$ cat src/rtl/adc_qstat_pkg.sv
package adc_qstat_pkg;
   localparam int NFLAG   = 6;
   localparam int FLG_CF1 = 0;
   localparam int FLG_PF1 = 1;
   localparam int FLG_CF2 = 2;
   localparam int FLG_PF2 = 3;
   localparam int FLG_TO1 = 4;
   localparam int FLG_TO2 = 5;
endpackage

$ cat src/rtl/adc_qstat_eoq.sv
module adc_qstat_eoq #(
   parameter int IDX_W    = 6,
   parameter int CHAN_W   = 6,
   parameter int EOQ_CODE = 63
) (
   input  logic              clk,
   input  logic              rst_n,
   input  logic              done_i,
   input  logic [IDX_W-1:0]  idx_i,
   input  logic [CHAN_W-1:0] chan_i,
   input  logic [IDX_W-1:0]  q2_begin_i,
   output logic              hit_o
);
   localparam logic [IDX_W-1:0]  LAST_IDX = {IDX_W{1'b1}};
   localparam logic [CHAN_W-1:0] EOQ_VAL  = CHAN_W'(EOQ_CODE);

   logic [IDX_W:0] idx_plus;
   logic           below_q2, eoq_code, last_loc;

   always_comb begin
      idx_plus = {1'b0, idx_i} + {{IDX_W{1'b0}}, 1'b1};
      below_q2 = (idx_plus == {1'b0, q2_begin_i});
      eoq_code = (chan_i == EOQ_VAL);
      last_loc = (idx_i == LAST_IDX);
      hit_o    = done_i & (below_q2 | eoq_code | last_loc);
   end

   AST_EOQ_NEEDS_DONE: assert property (@(posedge clk) disable iff (!rst_n)
      hit_o |-> done_i);
endmodule

$ cat src/rtl/adc_qstat_flag.sv
module adc_qstat_flag #(
   parameter bit SET_WINS = 1'b1
) (
   input  logic clk,
   input  logic rst_n,
   input  logic set_i,
   input  logic rd_i,
   input  logic wr_i,
   input  logic wr_bit_i,
   output logic flag_o
);
   logic flag_q, arm_q, clr, flag_nxt;

   assign clr = wr_i & arm_q & ~wr_bit_i;

   generate
      if (SET_WINS) begin : g_set_wins
         assign flag_nxt = set_i | (flag_q & ~clr);
         AST_SET_WINS: assert property (@(posedge clk) disable iff (!rst_n)
            set_i |=> flag_o);
      end else begin : g_clr_wins
         assign flag_nxt = (set_i | flag_q) & ~clr;
      end
   endgenerate

   always_ff @(posedge clk or negedge rst_n) begin
      if (!rst_n) begin
         flag_q <= 1'b0;
         arm_q  <= 1'b0;
      end else begin
         flag_q <= flag_nxt;
         arm_q  <= (arm_q & ~wr_i) | (rd_i & flag_q);
      end
   end

   assign flag_o = flag_q;

   AST_NO_CLR_UNARMED: assert property (@(posedge clk) disable iff (!rst_n)
      $fell(flag_o) |-> $past(wr_i && arm_q && !wr_bit_i));
endmodule

$ cat src/rtl/adc_qstat_reg.sv
module adc_qstat_reg
   import adc_qstat_pkg::*;
#(
   parameter int IDX_W    = 6,
   parameter int CHAN_W   = 6,
   parameter int EOQ_CODE = 63,
   parameter int LVL_W    = 5,
   parameter int RO_W     = 10,
   parameter bit SET_WINS = 1'b1,
   localparam int REG_W   = NFLAG + RO_W
) (
   input  logic              clk,
   input  logic              rst_n,
   input  logic              q1_cw_done,
   input  logic [IDX_W-1:0]  cw_idx,
   input  logic [CHAN_W-1:0] cw_chan,
   input  logic [IDX_W-1:0]  q2_begin,
   input  logic              cf1_irq_en,
   input  logic [LVL_W-1:0]  cf1_irq_lvl,
   input  logic              pf1_set,
   input  logic              cf2_set,
   input  logic              pf2_set,
   input  logic              tor1_set,
   input  logic              tor2_set,
   input  logic [RO_W-1:0]   ro_fields,
   input  logic              rd_en,
   input  logic              wr_en,
   input  logic [REG_W-1:0]  wr_data,
   output logic [REG_W-1:0]  rd_data,
   output logic              irq_req,
   output logic [LVL_W-1:0]  irq_level
);
   initial begin
      if (EOQ_CODE < 0 || EOQ_CODE >= (1 << CHAN_W))
         $error("adc_qstat_reg: EOQ_CODE does not fit CHAN_W");
      if (IDX_W < 1 || LVL_W < 1 || RO_W < 0)
         $error("adc_qstat_reg: bad width parameter");
   end

   logic             q1_end;
   logic [NFLAG-1:0] set_vec, flag_vec;

   adc_qstat_eoq #(.IDX_W(IDX_W), .CHAN_W(CHAN_W), .EOQ_CODE(EOQ_CODE)) u_eoq (
      .clk(clk), .rst_n(rst_n), .done_i(q1_cw_done), .idx_i(cw_idx),
      .chan_i(cw_chan), .q2_begin_i(q2_begin), .hit_o(q1_end));

   always_comb begin
      set_vec          = '0;
      set_vec[FLG_CF1] = q1_end;
      set_vec[FLG_PF1] = pf1_set;
      set_vec[FLG_CF2] = cf2_set;
      set_vec[FLG_PF2] = pf2_set;
      set_vec[FLG_TO1] = tor1_set;
      set_vec[FLG_TO2] = tor2_set;
   end

   genvar gi;
   generate
      for (gi = 0; gi < NFLAG; gi++) begin : g_flag
         adc_qstat_flag #(.SET_WINS(SET_WINS)) u_flag (
            .clk(clk), .rst_n(rst_n), .set_i(set_vec[gi]), .rd_i(rd_en),
            .wr_i(wr_en), .wr_bit_i(wr_data[REG_W-1-gi]), .flag_o(flag_vec[gi]));
         assign rd_data[REG_W-1-gi] = flag_vec[gi];
      end
      if (RO_W > 0) begin : g_ro
         assign rd_data[RO_W-1:0] = ro_fields;
      end
   endgenerate

   assign irq_req   = flag_vec[FLG_CF1] & cf1_irq_en;
   assign irq_level = irq_req ? cf1_irq_lvl : '0;

   AST_IRQ_GATED: assert property (@(posedge clk) disable iff (!rst_n)
      irq_req |-> (cf1_irq_en && rd_data[REG_W-1]));
   AST_CF1_STICKY: assert property (@(posedge clk) disable iff (!rst_n)
      (rd_data[REG_W-1] && !(wr_en && !wr_data[REG_W-1])) |=> rd_data[REG_W-1]);
endmodule

$ cat config.mk
export PLATFORM = sky130hd
export DESIGN_NAME = adc_qstat_reg
export DESIGN_NICKNAME = d
export VERILOG_FILES = /design/src/rtl/adc_qstat_pkg.sv /design/src/rtl/adc_qstat_eoq.sv /design/src/rtl/adc_qstat_flag.sv /design/src/rtl/adc_qstat_reg.sv
export SDC_FILE = /design/constraint.sdc
export NUM_CORES = 1
export LEC_CHECK = 0
export BUFFER_PORTS_ARGS = -buffer_cell sky130_fd_sc_hd__clkbuf_2
export CAP_MARGIN = 20
export CORE_UTILIZATION = 32
export DETAILED_ROUTE_END_ITERATION = 12
export GPL_ROUTABILITY_DRIVEN = 0
export MAX_ROUTING_LAYER = met4
export PLACE_DENSITY_LB_ADDON = 0.1
export REMOVE_ABC_BUFFERS = 1
export SLEW_MARGIN = 20
export SYNTH_ARGS = -nofsm -noshare
export SYNTH_HDL_FRONTEND = slang
export SYNTH_SLANG_ARGS = --single-unit
$ cat constraint.sdc
create_clock -name clk -period 0.9 [get_ports clk]
set_input_delay 0.045 -clock clk [delete_from_list [all_inputs] [get_ports clk]]
set_output_delay 0.045 -clock clk [all_outputs]
set_load 0.005 [all_outputs]
# Word level (Yosys, flattened, before mapping)
# Index checks and enable logic that the tools add are counted.
# classes
n_mux	1
eq_ne	3
n_bitwise	59
addsub	1
# ops
op	count
$and A1 B1 Y1	32
$or A1 B1 Y1	14
$not A1 Y1	13
$eq A6 B6 Y1 const B	2
$add A6 B1 Y7 const B	1
$eq A7 B6 Y1	1
$mux W5	1
# totals
elab_cells	76
output_inout_bits	22
register_bits	12
in_bits	60

# Longest topological paths before layout
# Gate-level depths: netlist (run 1).
# logic_depth
word_depth	6
mapped_depth	5
depth_no_buf	5

# Cells and area by module
# From an unflattened synthesis (run 1), not the netlist that was laid out.
# hier_totals
hier_cells	87
area_unflattened_um2	767.0
# by_module_without_submodules
module	n_inst	seq_area_each_um2	cells_each	area_each_um2
adc_qstat_flag	6	50.0	8	76.3
adc_qstat_eoq	1	0.0	23	195.2
adc_qstat_reg	1	0.0	16	113.9

# Least setup slack after synthesis (run 1)
# Ideal clock, no wire load.
# synth_path
path_type	input-to-reg
start	input port cw_idx[0]
end	register g_flag[0].u_flag.flag_q
path_slack_ns	-0.049
path_stages	5
setup_ns	0.076
path_buffers	0
arrival_time_ns	0.873
required_ns	0.824
path_cell_list	nand3_2 > or4b_4 > o211ai_2 > a21oi_1 > o21ai_1
# synth_via
elab_chain_cells	6
word_cells_on_any_way	7
classes_between	add/sub: 1; eq/ne: 2; bitwise: 4
# synth_lines
element	line_no	rtl
from (decl)	adc_qstat_reg.sv:15	input logic [IDX_W-1:0] cw_idx,
$add A6 B1 Y7	adc_qstat_eoq.sv:21	idx_plus = {1'b0, idx_i} + {{IDX_W{1'b0}}, 1'b1};
$eq A7 B6 Y1	adc_qstat_eoq.sv:22	below_q2 = (idx_plus == {1'b0, q2_begin_i});
$or A1 B1 Y1	adc_qstat_eoq.sv:25	hit_o = done_i & (below_q2 | eoq_code | last_loc);
$or A1 B1 Y1 *	adc_qstat_eoq.sv:25	
$and A1 B1 Y1 *	adc_qstat_eoq.sv:25	
$or A1 B1 Y1 *	adc_qstat_flag.sv:18	assign flag_nxt = set_i | (flag_q & ~clr);
via g_flag[0].u_flag.flag_nxt	adc_qstat_flag.sv:12	logic flag_q, arm_q, clr, flag_nxt;
to (signal assigned)	adc_qstat_flag.sv:31	flag_q <= flag_nxt;
to (decl)	adc_qstat_flag.sv:12	
# The timed path passes the listed nets; every way through them passes the cells marked *.

# Worst setup path after layout (run 1)
# layout_path
start	register g_flag[0].u_flag.flag_q
end	output port irq_level[2]
# layout_via
elab_chain_cells	2
# layout_lines
element	line_no	rtl
$and A1 B1 Y1	adc_qstat_reg.sv:70	assign irq_req = flag_vec[FLG_CF1] & cf1_irq_en;
$mux W5	adc_qstat_reg.sv:71	assign irq_level = irq_req ? cf1_irq_lvl : '0;
to (decl)	adc_qstat_reg.sv:31	output logic [LVL_W-1:0] irq_level
# Every way passes these cells.

==> impl_results.md, run 1 <==
* Status: finished with violations
* Failing checks: setup timing
* Minimum clock period at 1.08 ns
* Reg clk slew, reported paths at roughly 0.06 ns
* Worst slew margin at 0.812
* Reg-to-Reg End: g_flag[0].u_flag.flag_o$_DFF_PN0_
* Maximum vdd drop at 1.13 mV
* Critical path class: flop to output port
* TritonCTS clock tree: yes
* CORE AREA at 0.00245 mm^2
* Reg-to-Reg Start: g_flag[0].u_flag.arm_q$_DFF_PN0_
* Warnings, synthesis at 0
* Worst Path Required at 0.85 ns
* Clock Latency Late Sink at ~0.26 ns
* Switching Share at 0.288
* WP data arrival at 1.03 ns
* Max incr delay on CP at 0.39 ns
* Sequential Power Share at 0.410
* All-Layer GR Usage at 0.156
* Worst setup margin at -0.178 ns
* Fillcell total at about 250
* Leak pwr at 0.598 nW
* Crit-path slowest cell: dfrtp_1
* Worst-case reg-to-reg path depth at 5
* Via/cell ratio at between 4 and 5
* Min Hold Slack at approximately 0.023 ns
* Starting density of the core at 0.335
* Post-Syn Area at 822 um^2
* Cell Rows at 18
* Hold Path Class: input pin to flop
* Ant diodes at 0
* Drc violations at 0
* Vias in the first global route at 789
* GRT overflow at 0
* Die ar. at 0.00278 mm^2
* Final setup vio count at 8
* CP max FO at 8
* Setup_tns at -1.23 ns
* Reg2Reg Setup Slack at -0.06 ns
* CP Cell Sequence: buf_6 > and3_4 > buf_6
* Seq/Total Area, Yosys at 0.365
* Clock power share at 0.195
* CTS Buffer Depth at 2
* Num CTS Buffers at 3
* Worst setup SP type: flop
* Die Ht at 52.7 um
* Slew @ Worst Pin at between 0.2 and 0.3 ns
* RSZ-0062 raised after global routing: yes
* Power per cell area at between 1000 and 1500 mW/mm^2
* First-pass GRT wire length at 3.10 mm
* Syn Inst Count at between 90 and 100
* Final ANT Viol Nets at 0
* Critical Path Sink Type: output port
* Final Hold Viols at 0
* Nets at 211
* DRT Pass-1 Iters at 6
* I/O pins at 82
* DP HPWL at 1.55 mm
* Post-synth top area share at 0.365
* Clk_skew at 0.00404 ns
* Fmax at between 900 and 1000 MHz
* Yosys reg bits at 12
* Internal power at 1.14 mW
* Final Max Tran Viols at 0
* Crit path to: irq_level[2]
* Top post-synthesis cells by area: dfrtp_1, buf_4, o21ai_0, nand2_1, xnor2_1
* Largest net degree at the start of global routing at 13
* DR vias at 823
* Area growth from synthesis to layout at 42.3%
* Fin crit share at 1.20
* IO Port Bufs at 51
* Sw power at ~0.46 mW
* Gate power share at 0.395
* Reg area at 300 um^2
* CTS H-tree depth at 1
* Root buffer selected by CTS: clkbuf_4
* Sink count of the clock tree at 12
* Wire per inst at 10.9 um
* Min-delay src: wr_data[10]
* Yosys top cell by area: dfrtp_1
* Worst setup path start: g_flag[0].u_flag.flag_o$_DFF_PN0_
* Number of distinct library cells after synthesis at 26
* Per-instance average area after synthesis at 8.47 um^2
* Crit path top cell by count: buf_6
* Initial DRC count at 5
* Number of antenna violations at the first check in global routing at 0
* Layout cells sized above 1 at 0.473
* Multi-input logic area at just under 400 um^2
* DRT Wirelength at 1.94 mm
* Die width at 52.7 um
* Max Cap Violations at 0
## synthesized netlist by cell type (all sizes together)
library cell / n
xor2: 1
and2: 1
ha: 1
xnor2: 5
o221a: 1
nand4: 1
o21ai: 15
nor4: 1
nor3b: 1
nand2: 14
nand3: 3
o2111ai: 1
nor4b: 1
clkbuf: 1
or4b: 1
nand2b: 5
a31oi: 1
inv: 7
and3: 5
dfrtp: 12
o211ai: 1
a21oi: 1
nor2: 1
buf: 16
## cells by family after synthesis
family,after synthesis,synth area share
AOI/OAI and AO/OA,20,0.145
xor gates and xnor gates,6,0.0639
adders and majority gates,1,0.0152
buffers and inverters,24,0.183
DFF,12,0.365
and+or+nand+nor,34,0.228
## timing repair
action                                  in CTS  in global routing
setup buffers                                0                  1
hold buffers                                 6                  0
endpoints found under the hold margin       17                  0
resized for setup                            6                  4
pin swaps                                    0                  0
endpoints found under the setup margin       8                  8
## registers in the layout, summed over array words and instances, names as in the netlist
name	flops
g_flag.u_flag.flag_o	6
g_flag.u_flag.arm_q	6
## area by class of cell
cell class	instances	area share
timing repair buffer	65	0.335
sequential	12	0.257
inverter	7	0.0225
multi-input combinational	61	0.335
clock buffer	3	0.0193
tap	30	0.0321
## worst max-delay path, delay by kind of cell, from the launching register on
kind,cells,cell delay (ns)
flops,1,0.39
buf+inv,2,0.24
simple gates,1,0.14
## through the flow
stage / utilization / cell area [um^2] / instances / power [mW] / worst slack (ns)
after floorplan: - / 698 / 80 / 0.874 / -0.0494
after global placement: 0.425 / 1040 / 168 / 1.15 / -0.187
after detailed placement: 0.425 / 1040 / 168 / 1.18 / -0.218
after CTS: 0.466 / 1140 / 177 / 1.57 / -0.187
after global routing: 0.477 / 1170 / 178 / 1.76 / -0.229
final: 0.477 / 1170 / 178 / 1.61 / -0.178
## how the worst min path moves through the flow
stage | to | slack [ns] | depth (start not counted)
2_1_floorplan | g_flag[0].u_flag.arm_q$_DFF_PN0_ | -0.25 | 0
3_3_place_gp | g_flag[1].u_flag.arm_q$_DFF_PN0_ | -0.05 | 1
3_5_place_dp | g_flag[2].u_flag.flag_o$_DFF_PN0_ | -0.05 | 1
4_1_cts | g_flag[5].u_flag.flag_o$_DFF_PN0_ | 0.01 | 3
5_1_grt | g_flag[2].u_flag.flag_o$_DFF_PN0_ | 0.04 | 3
6_report | g_flag[5].u_flag.flag_o$_DFF_PN0_ | 0.02 | 3
## placed cells by master (no fill, tap or decap), drive strengths merged
| master | instances |
|---|---|
| o2111ai | 1 |
| nand4 | 1 |
| o221a | 1 |
| and3 | 5 |
| nor4 | 1 |
| o211ai | 1 |
| nor2 | 1 |
| xnor2 | 5 |
| a21oi | 1 |
| ha | 1 |
| a31oi | 1 |
| dfrtp | 12 |
| or4b | 1 |
| nor3b | 1 |
| o21ai | 15 |
| and2 | 1 |
| nand2 | 14 |
| clkbuf | 52 |
| nand2b | 5 |
| buf | 10 |
| nand3 | 3 |
| nor4b | 1 |
| inv | 7 |
| dlygate4sd3 | 6 |
| xor2 | 1 |
## power groups by stage
stage | clock [mW] | combinational, mW | sequential, mW
after CTS | 0.337 | 0.571 | 0.661
after detailed placement | 0 | 0.510 | 0.667
after floorplan | 0 | 0.192 | 0.682
after global placement | 0 | 0.492 | 0.662
after global routing | 0.375 | 0.712 | 0.670
final | 0.314 | 0.635 | 0.660
## routing by layer
metal / vias to the layer above / routed length (um) / track usage
li1: 415 / - / -
met1: 353 / 854 / 0.173
met2: 55 / 856 / 0.238
met3: 0 / 230 / 0.104
met4: 0 / 0 / 0.0219
met5: - / 0 / -
Note: power is estimated with default switching activity, not from simulation.
==> run 2: changes to the inputs <==
--- a/config.mk
+++ b/config.mk
@@ -7,9 +7,10 @@
 export LEC_CHECK = 0
 export BUFFER_PORTS_ARGS = -buffer_cell sky130_fd_sc_hd__clkbuf_2
 export CAP_MARGIN = 20
-export CORE_UTILIZATION = 32
+export CORE_UTILIZATION = 35
 export DETAILED_ROUTE_END_ITERATION = 12
 export GPL_ROUTABILITY_DRIVEN = 0
+export HOLD_SLACK_MARGIN = 0.02
 export MAX_ROUTING_LAYER = met4
 export PLACE_DENSITY_LB_ADDON = 0.1
 export REMOVE_ABC_BUFFERS = 1
==> constraint.sdc (replaced) <==
create_clock -name clk -period 1.1 [get_ports clk]
set_input_delay 0.055 -clock clk [delete_from_list [all_inputs] [get_ports clk]]
set_output_delay 0.055 -clock clk [all_outputs]
set_load 0.005 [all_outputs]
==> run 2 against run 1 <==
Against the previous run: the flow now finishes without violations; worst setup slack improved by 0.23 ns; critical endpoint is now irq_level[1]; wire length shrank 5.2%; largest cell class unchanged; clock skew shrank 0.0019 ns; highest routed layer is now met4; worst hold slack better by 0.0038 ns; non-clock buffer count down 2; cell area fell by 2.5%; core utilization rose by 3.9 points; sequential share of layout area increased by 0.76 points; flip-flop and latch count did not move; largest power group unchanged.
==> impl_results.md, run 2 (synthesis gave the netlist of run 1 again) <==
* Setup bufs post-CTS at 0
* Most common cell after layout, fill and taps aside: clkbuf_2
* Placed Instance Area at 0.00103 mm^2
* Critical Path Sink Type: output port
* Final Max Tran Viols at 0
* Reg clk slew, reported paths at 0.07 ns
* Minimum clock period at 1.04 ns
* RSZ-0062 raised after global routing: yes
* Critical path class: flop to output port
* Hold Path Class: input pin to flop
* Fillcell total at between 200 and 250
* Worst slew margin at 0.797
* Switching Share at 0.283
* Sequential Power Share at 0.438
* Gate power share at 0.291
* Clk_skew at between 0.002 and 0.0025 ns
* Commonest cells after routing, fill and taps aside: clkbuf_2, nand2_1, o21ai_0
* Largest net degree at the start of global routing at 13
* CTS H-tree depth at 1
* Via/cell ratio at 4.62
* Clock Latency Late Sink at 0.27 ns
* CTS Buffer Depth at 2
* Area growth from synthesis to layout at 38.8%
* Final setup vio count at 0
* Final instance area at 0.00114 mm^2
* DR vias at 809
* Nets at 209
* Number of antenna violations at the first check in global routing at 0
* Root buffer selected by CTS: clkbuf_4
* Sw power at 0.363 mW
* Final Hold Viols at 0
* Layout cells sized above 1 at 0.442
* Fin crit share at 0.949
* DRT Pass-1 Iters at 2
* Die ar. at about 0.0025 mm^2
* Worst Path Required at about 1.0 ns
* Die width at 50.5 um
* Final ANT Viol Nets at 0
* Pre-CTS setup slack at -0.0485 ns
* Leak pwr at 0.594 nW
* Fmax at ~960 MHz
* Vias in the first global route at around 730
* IO Port Bufs at about 50
* TritonCTS clock tree: yes
* Slew @ Worst Pin at 0.305 ns
* Worst setup SP type: flop
* DP HPWL at 1.48 mm
* CORE AREA at 0.00221 mm^2
* Max Cap Violations at 0
* I/O pins at slightly above 80
* Cell Rows at 17
* Die Ht at 50.5 um
* Initial DRC count at 3
* Sink count of the clock tree at 12
* DRT Wirelength at 1.84 mm
* Num CTS Buffers at 3
* Ant diodes at 0
* First-pass GRT wire length at 2.99 mm
* Setup_tns at 0 ns
* Internal power at 0.922 mW
* WP data arrival at 0.99 ns
* Worst setup margin at 0.0560 ns
* CP max FO at 9
* GRT overflow at 0
* Maximum vdd drop at 0.554 mV
* All-Layer GR Usage at 0.166
* Power per cell area at 1130 mW/mm^2
* Drc violations at 0
* Clock power share at 0.270
* Status: finished, final reports clean
* Starting density of the core at 0.372
* Wire per inst at 10.5 um
[run 2: path summary, 6_finish.rpt]
kind | slack, ns | from | end | cells after the start
max in group asynchronous | 0.65 | rst_n | g_flag[0].u_flag.flag_o$_DFF_PN0_ | 2
worst min register to register | 0.51 | g_flag[2].u_flag.flag_o$_DFF_PN0_ | g_flag[2].u_flag.arm_q$_DFF_PN0_ | 2
worst max register to register | 0.15 | g_flag[0].u_flag.flag_o$_DFF_PN0_ | g_flag[0].u_flag.flag_o$_DFF_PN0_ | 4
worst max-delay path | 0.06 | g_flag[0].u_flag.flag_o$_DFF_PN0_ | irq_level[1] | 2
min in group asynchronous | 0.20 | rst_n | g_flag[1].u_flag.flag_o$_DFF_PN0_ | 2
worst min-delay path | 0.03 | wr_data[10] | g_flag[5].u_flag.flag_o$_DFF_PN0_ | 3
[run 2: power by group through the flow]
| stage | Sequential [mW] | Combinational (mW) | Clock (mW) |
|---|---|---|---|
| final | 0.563 | 0.374 | 0.347 |
| after global routing | 0.578 | 0.438 | 0.379 |
| after CTS | 0.556 | 0.374 | 0.364 |
| after detailed placement | 0.542 | 0.401 | 0 |
| after global placement | 0.542 | 0.395 | 0 |
| after floorplan | 0.558 | 0.157 | 0 |
[run 2: final cells by class]
class                   instances  area, um^2  share of cell area
repair buffers                 63         365               0.320
well taps                      28        35.0              0.0307
clock buffers                   4        36.3              0.0318
inverters                       7        26.3              0.0230
multi-input cells              61         377               0.330
flip-flops and latches         12         302               0.264
[run 2: through the flow]
stage	util	total power [mW]	cells	hold WS [ns]
5_1_grt	0.516	1.39	175	0.0519
2_1_floorplan	-	0.715	80	-0.241
3_3_place_gp	0.464	0.937	164	-0.0405
3_5_place_dp	0.464	0.942	164	-0.0403
6_report	0.516	1.28	175	0.0273
4_1_cts	0.513	1.29	175	0.0237
[run 2: timing repair]
item / CTS / global route
endpoints found under the hold margin: 17 / 0
hold buffers: 8 / 0
setup endpoints to repair: 6 / 7
resized for setup: 0 / 3
[run 2: worst max-delay path: stages (launching register included)]
cell and delay [ns]:
dfrtp_2 0.45, and3_1 0.16, clkbuf_2 0.10
[run 2: metal layers]
metal	share of wire	wire [um]	GRT usage
met5	0	0	-
met4	0.019	35	0.0833
met3	0.10	186	0.0727
met2	0.46	853	0.260
met1	0.42	765	0.178
==> run 3: changes to the inputs <==
--- a/config.mk
+++ b/config.mk
@@ -7,7 +7,7 @@
 export LEC_CHECK = 0
 export BUFFER_PORTS_ARGS = -buffer_cell sky130_fd_sc_hd__clkbuf_2
 export CAP_MARGIN = 20
-export CORE_UTILIZATION = 35
+export CORE_UTILIZATION = 32
 export DETAILED_ROUTE_END_ITERATION = 12
 export GPL_ROUTABILITY_DRIVEN = 0
 export HOLD_SLACK_MARGIN = 0.02
==> constraint.sdc (replaced) <==
create_clock -name clk -period 0.85 [get_ports clk]
set_input_delay 0.0425 -clock clk [delete_from_list [all_inputs] [get_ports clk]]
set_output_delay 0.0425 -clock clk [all_outputs]
set_load 0.005 [all_outputs]
==> run 3 against run 2 <==
Against the previous run: combinational power up 70%; power is 39% higher; the flow now finishes with violations (setup timing); critical endpoint is now irq_level[4]; largest cell class is now buffers; worst hold slack worse by 0.0021 ns; global-route usage shrank 0.71 points.
==> impl_results.md, run 3 (synthesis gave the netlist of run 1 again) <==
* Final Max Tran Viols at 0
* Reg-to-Reg End: g_flag[0].u_flag.flag_o$_DFF_PN0_
* CORE AREA at 0.00245 mm^2
* Worst slew margin at 0.801
* Pre-CTS setup slack at -0.279 ns
* Min-delay src: wr_data[12]
* Maximum vdd drop at around 1.3 mV
* Commonest cells after routing, fill and taps aside: clkbuf_2, nand2_1, dfrtp_1
* All-Layer GR Usage at 0.159
* Clk_skew at approximately 0.0042 ns
* Sw power at about 0.5 mW
* Worst setup SP type: flop
* Worst Hold Depth at 3
* First-pass GRT wire length at ~3.1 mm
* Fin util at 0.489
* Vias in the first global route at 766
* IO Port Bufs at 51
* Slew @ Worst Pin at between 0.2 and 0.3 ns
* Minimum clock period at between 1 and 1.5 ns
* Worst setup path start: g_flag[0].u_flag.flag_o$_DFF_PN0_
* Final instance area at 0.00120 mm^2
* Leak pwr at between 0.6 and 0.7 nW
* Placed Instance Area at 0.00104 mm^2
* Starting density of the core at 0.335
* WP data arrival at 1.03 ns
* Reg-to-Reg Start: g_flag[0].u_flag.arm_q$_DFF_PN0_
* Worst Path Required at 0.81 ns
* Setup_tns at -1.48 ns
* Die Ht at around 53 um
* Drc violations at 0
* Sequential Power Share at 0.391
* DR vias at 838
* Final setup vio count at 8
* Die width at 52.7 um
* RSZ-0062 raised after global routing: yes
* Switching Share at 0.283
* Critical path class: flop to output port
* Hold Path Class: input pin to flop
* DRT Pass-1 Iters at 2
* Clock power share at 0.253
* Most common cell after layout, fill and taps aside: clkbuf_2
* Ant diodes at 0
* Via/cell ratio at around 4.6
* Internal power at roughly 1.3 mW
* Fin crit share at 1.26
* GRT overflow at 0
* DRT Wirelength at 1.95 mm
* Critical Path Sink Type: output port
* Largest net degree at the start of global routing at 13
* Wire per inst at 10.6 um
* Worst setup margin at -0.219 ns
* Reg2Reg Setup Slack at -0.10 ns
* Num CTS Buffers at 3
* DP HPWL at 1.57 mm
* Power per cell area at 1480 mW/mm^2
* Hold Path End: g_flag[3].u_flag.flag_o$_DFF_PN0_
* Final ANT Viol Nets at 0
* Status: finished with violations
* Reg clk slew, reported paths at roughly 0.07 ns
* CTS H-tree depth at 1
* Final Hold Viols at 0
* Nets at 216
* Worst-case reg-to-reg path depth at 5
* Clock Latency Late Sink at roughly 0.27 ns
* Fmax at 936 MHz
* Die ar. at 0.00278 mm^2
* Min Hold Slack at about 0.025 ns
* Root buffer selected by CTS: clkbuf_4
* Area growth from synthesis to layout at 46.1%
* Max Cap Violations at 0
* I/O pins at 82
* Layout cells sized above 1 at 0.455
* CP max FO at 8
* Number of antenna violations at the first check in global routing at 0
* Sink count of the clock tree at 12
* Gate power share at 0.356
* Cell Rows at 18
* CTS Buffer Depth at 2
* TritonCTS clock tree: yes
* Initial DRC count at 6
* Failing checks: setup timing
[run 3: cell types whose count changed in the layout (fill, tap and decap cells not counted)]
cell,before,now
buf_4,4,9
buf_6,0,1
dfrtp_1,11,12
dfrtp_2,1,0
dlygate4sd3_1,8,9
o21ai_0,13,11
o21ai_1,2,4
[run 3: final cells by class]
| class | instances | area, um^2 |
|---|---|---|
| clock buffers | 4 | 36.3 |
| inverters | 7 | 26.3 |
| fillers | 253 | 1250 |
| repair buffers | 70 | 424 |
| flip-flops and latches | 12 | 300 |
| well taps | 30 | 37.5 |
| multi-input cells | 61 | 377 |
[run 3: worst max-delay path by stage]
stage          slack (ns)                           endpoint  cells after the start
6_report            -0.22                       irq_level[4]                      3
3_5_place_dp        -0.28  g_flag[0].u_flag.flag_o$_DFF_PN0_                      6
4_1_cts             -0.24                       irq_level[4]                      3
2_1_floorplan        -0.1  g_flag[0].u_flag.flag_o$_DFF_PN0_                      5
5_1_grt             -0.27                       irq_level[2]                      3
3_3_place_gp        -0.23  g_flag[0].u_flag.flag_o$_DFF_PN0_                      6
[run 3: critical path: stages (launching register included)]
cell and delay, ns:
dfrtp_1 0.39, buf_6 0.13, and3_1 0.13, clkbuf_2 0.11
[run 3: metal layers]
metal	vias up	global-route usage	part of all wire
met3	0	0.104	0.12
met4	0	0.0132	0
met5	-	-	0
met1	355	0.177	0.42
li1	428	-	-
met2	55	0.247	0.45
[run 3: power by group through the flow]
stage / sequential [mW] / clock, mW / combinational [mW]
2_1_floorplan: 0.722 / 0 / 0.203
3_3_place_gp: 0.700 / 0 / 0.521
3_5_place_dp: 0.705 / 0 / 0.540
4_1_cts: 0.699 / 0.475 / 0.601
5_1_grt: 0.705 / 0.514 / 0.709
6_report: 0.695 / 0.450 / 0.634
[run 3: metrics by stage]
| stage | power (mW) | cells |
|---|---|---|
| 2_1_floorplan | 0.925 | 80 |
| 3_3_place_gp | 1.22 | 168 |
| 3_5_place_dp | 1.25 | 168 |
| 4_1_cts | 1.77 | 181 |
| 5_1_grt | 1.93 | 184 |
| 6_report | 1.78 | 184 |
[run 3: repair_timing]
item                       in CTS  in global routing
gates resized for setup         4                  1
hold buffers                    9                  0
setup buffers                   0                  3
cloned                          0                  0
setup endpoints to repair       8                 13
hold endpoints to repair       17                  0
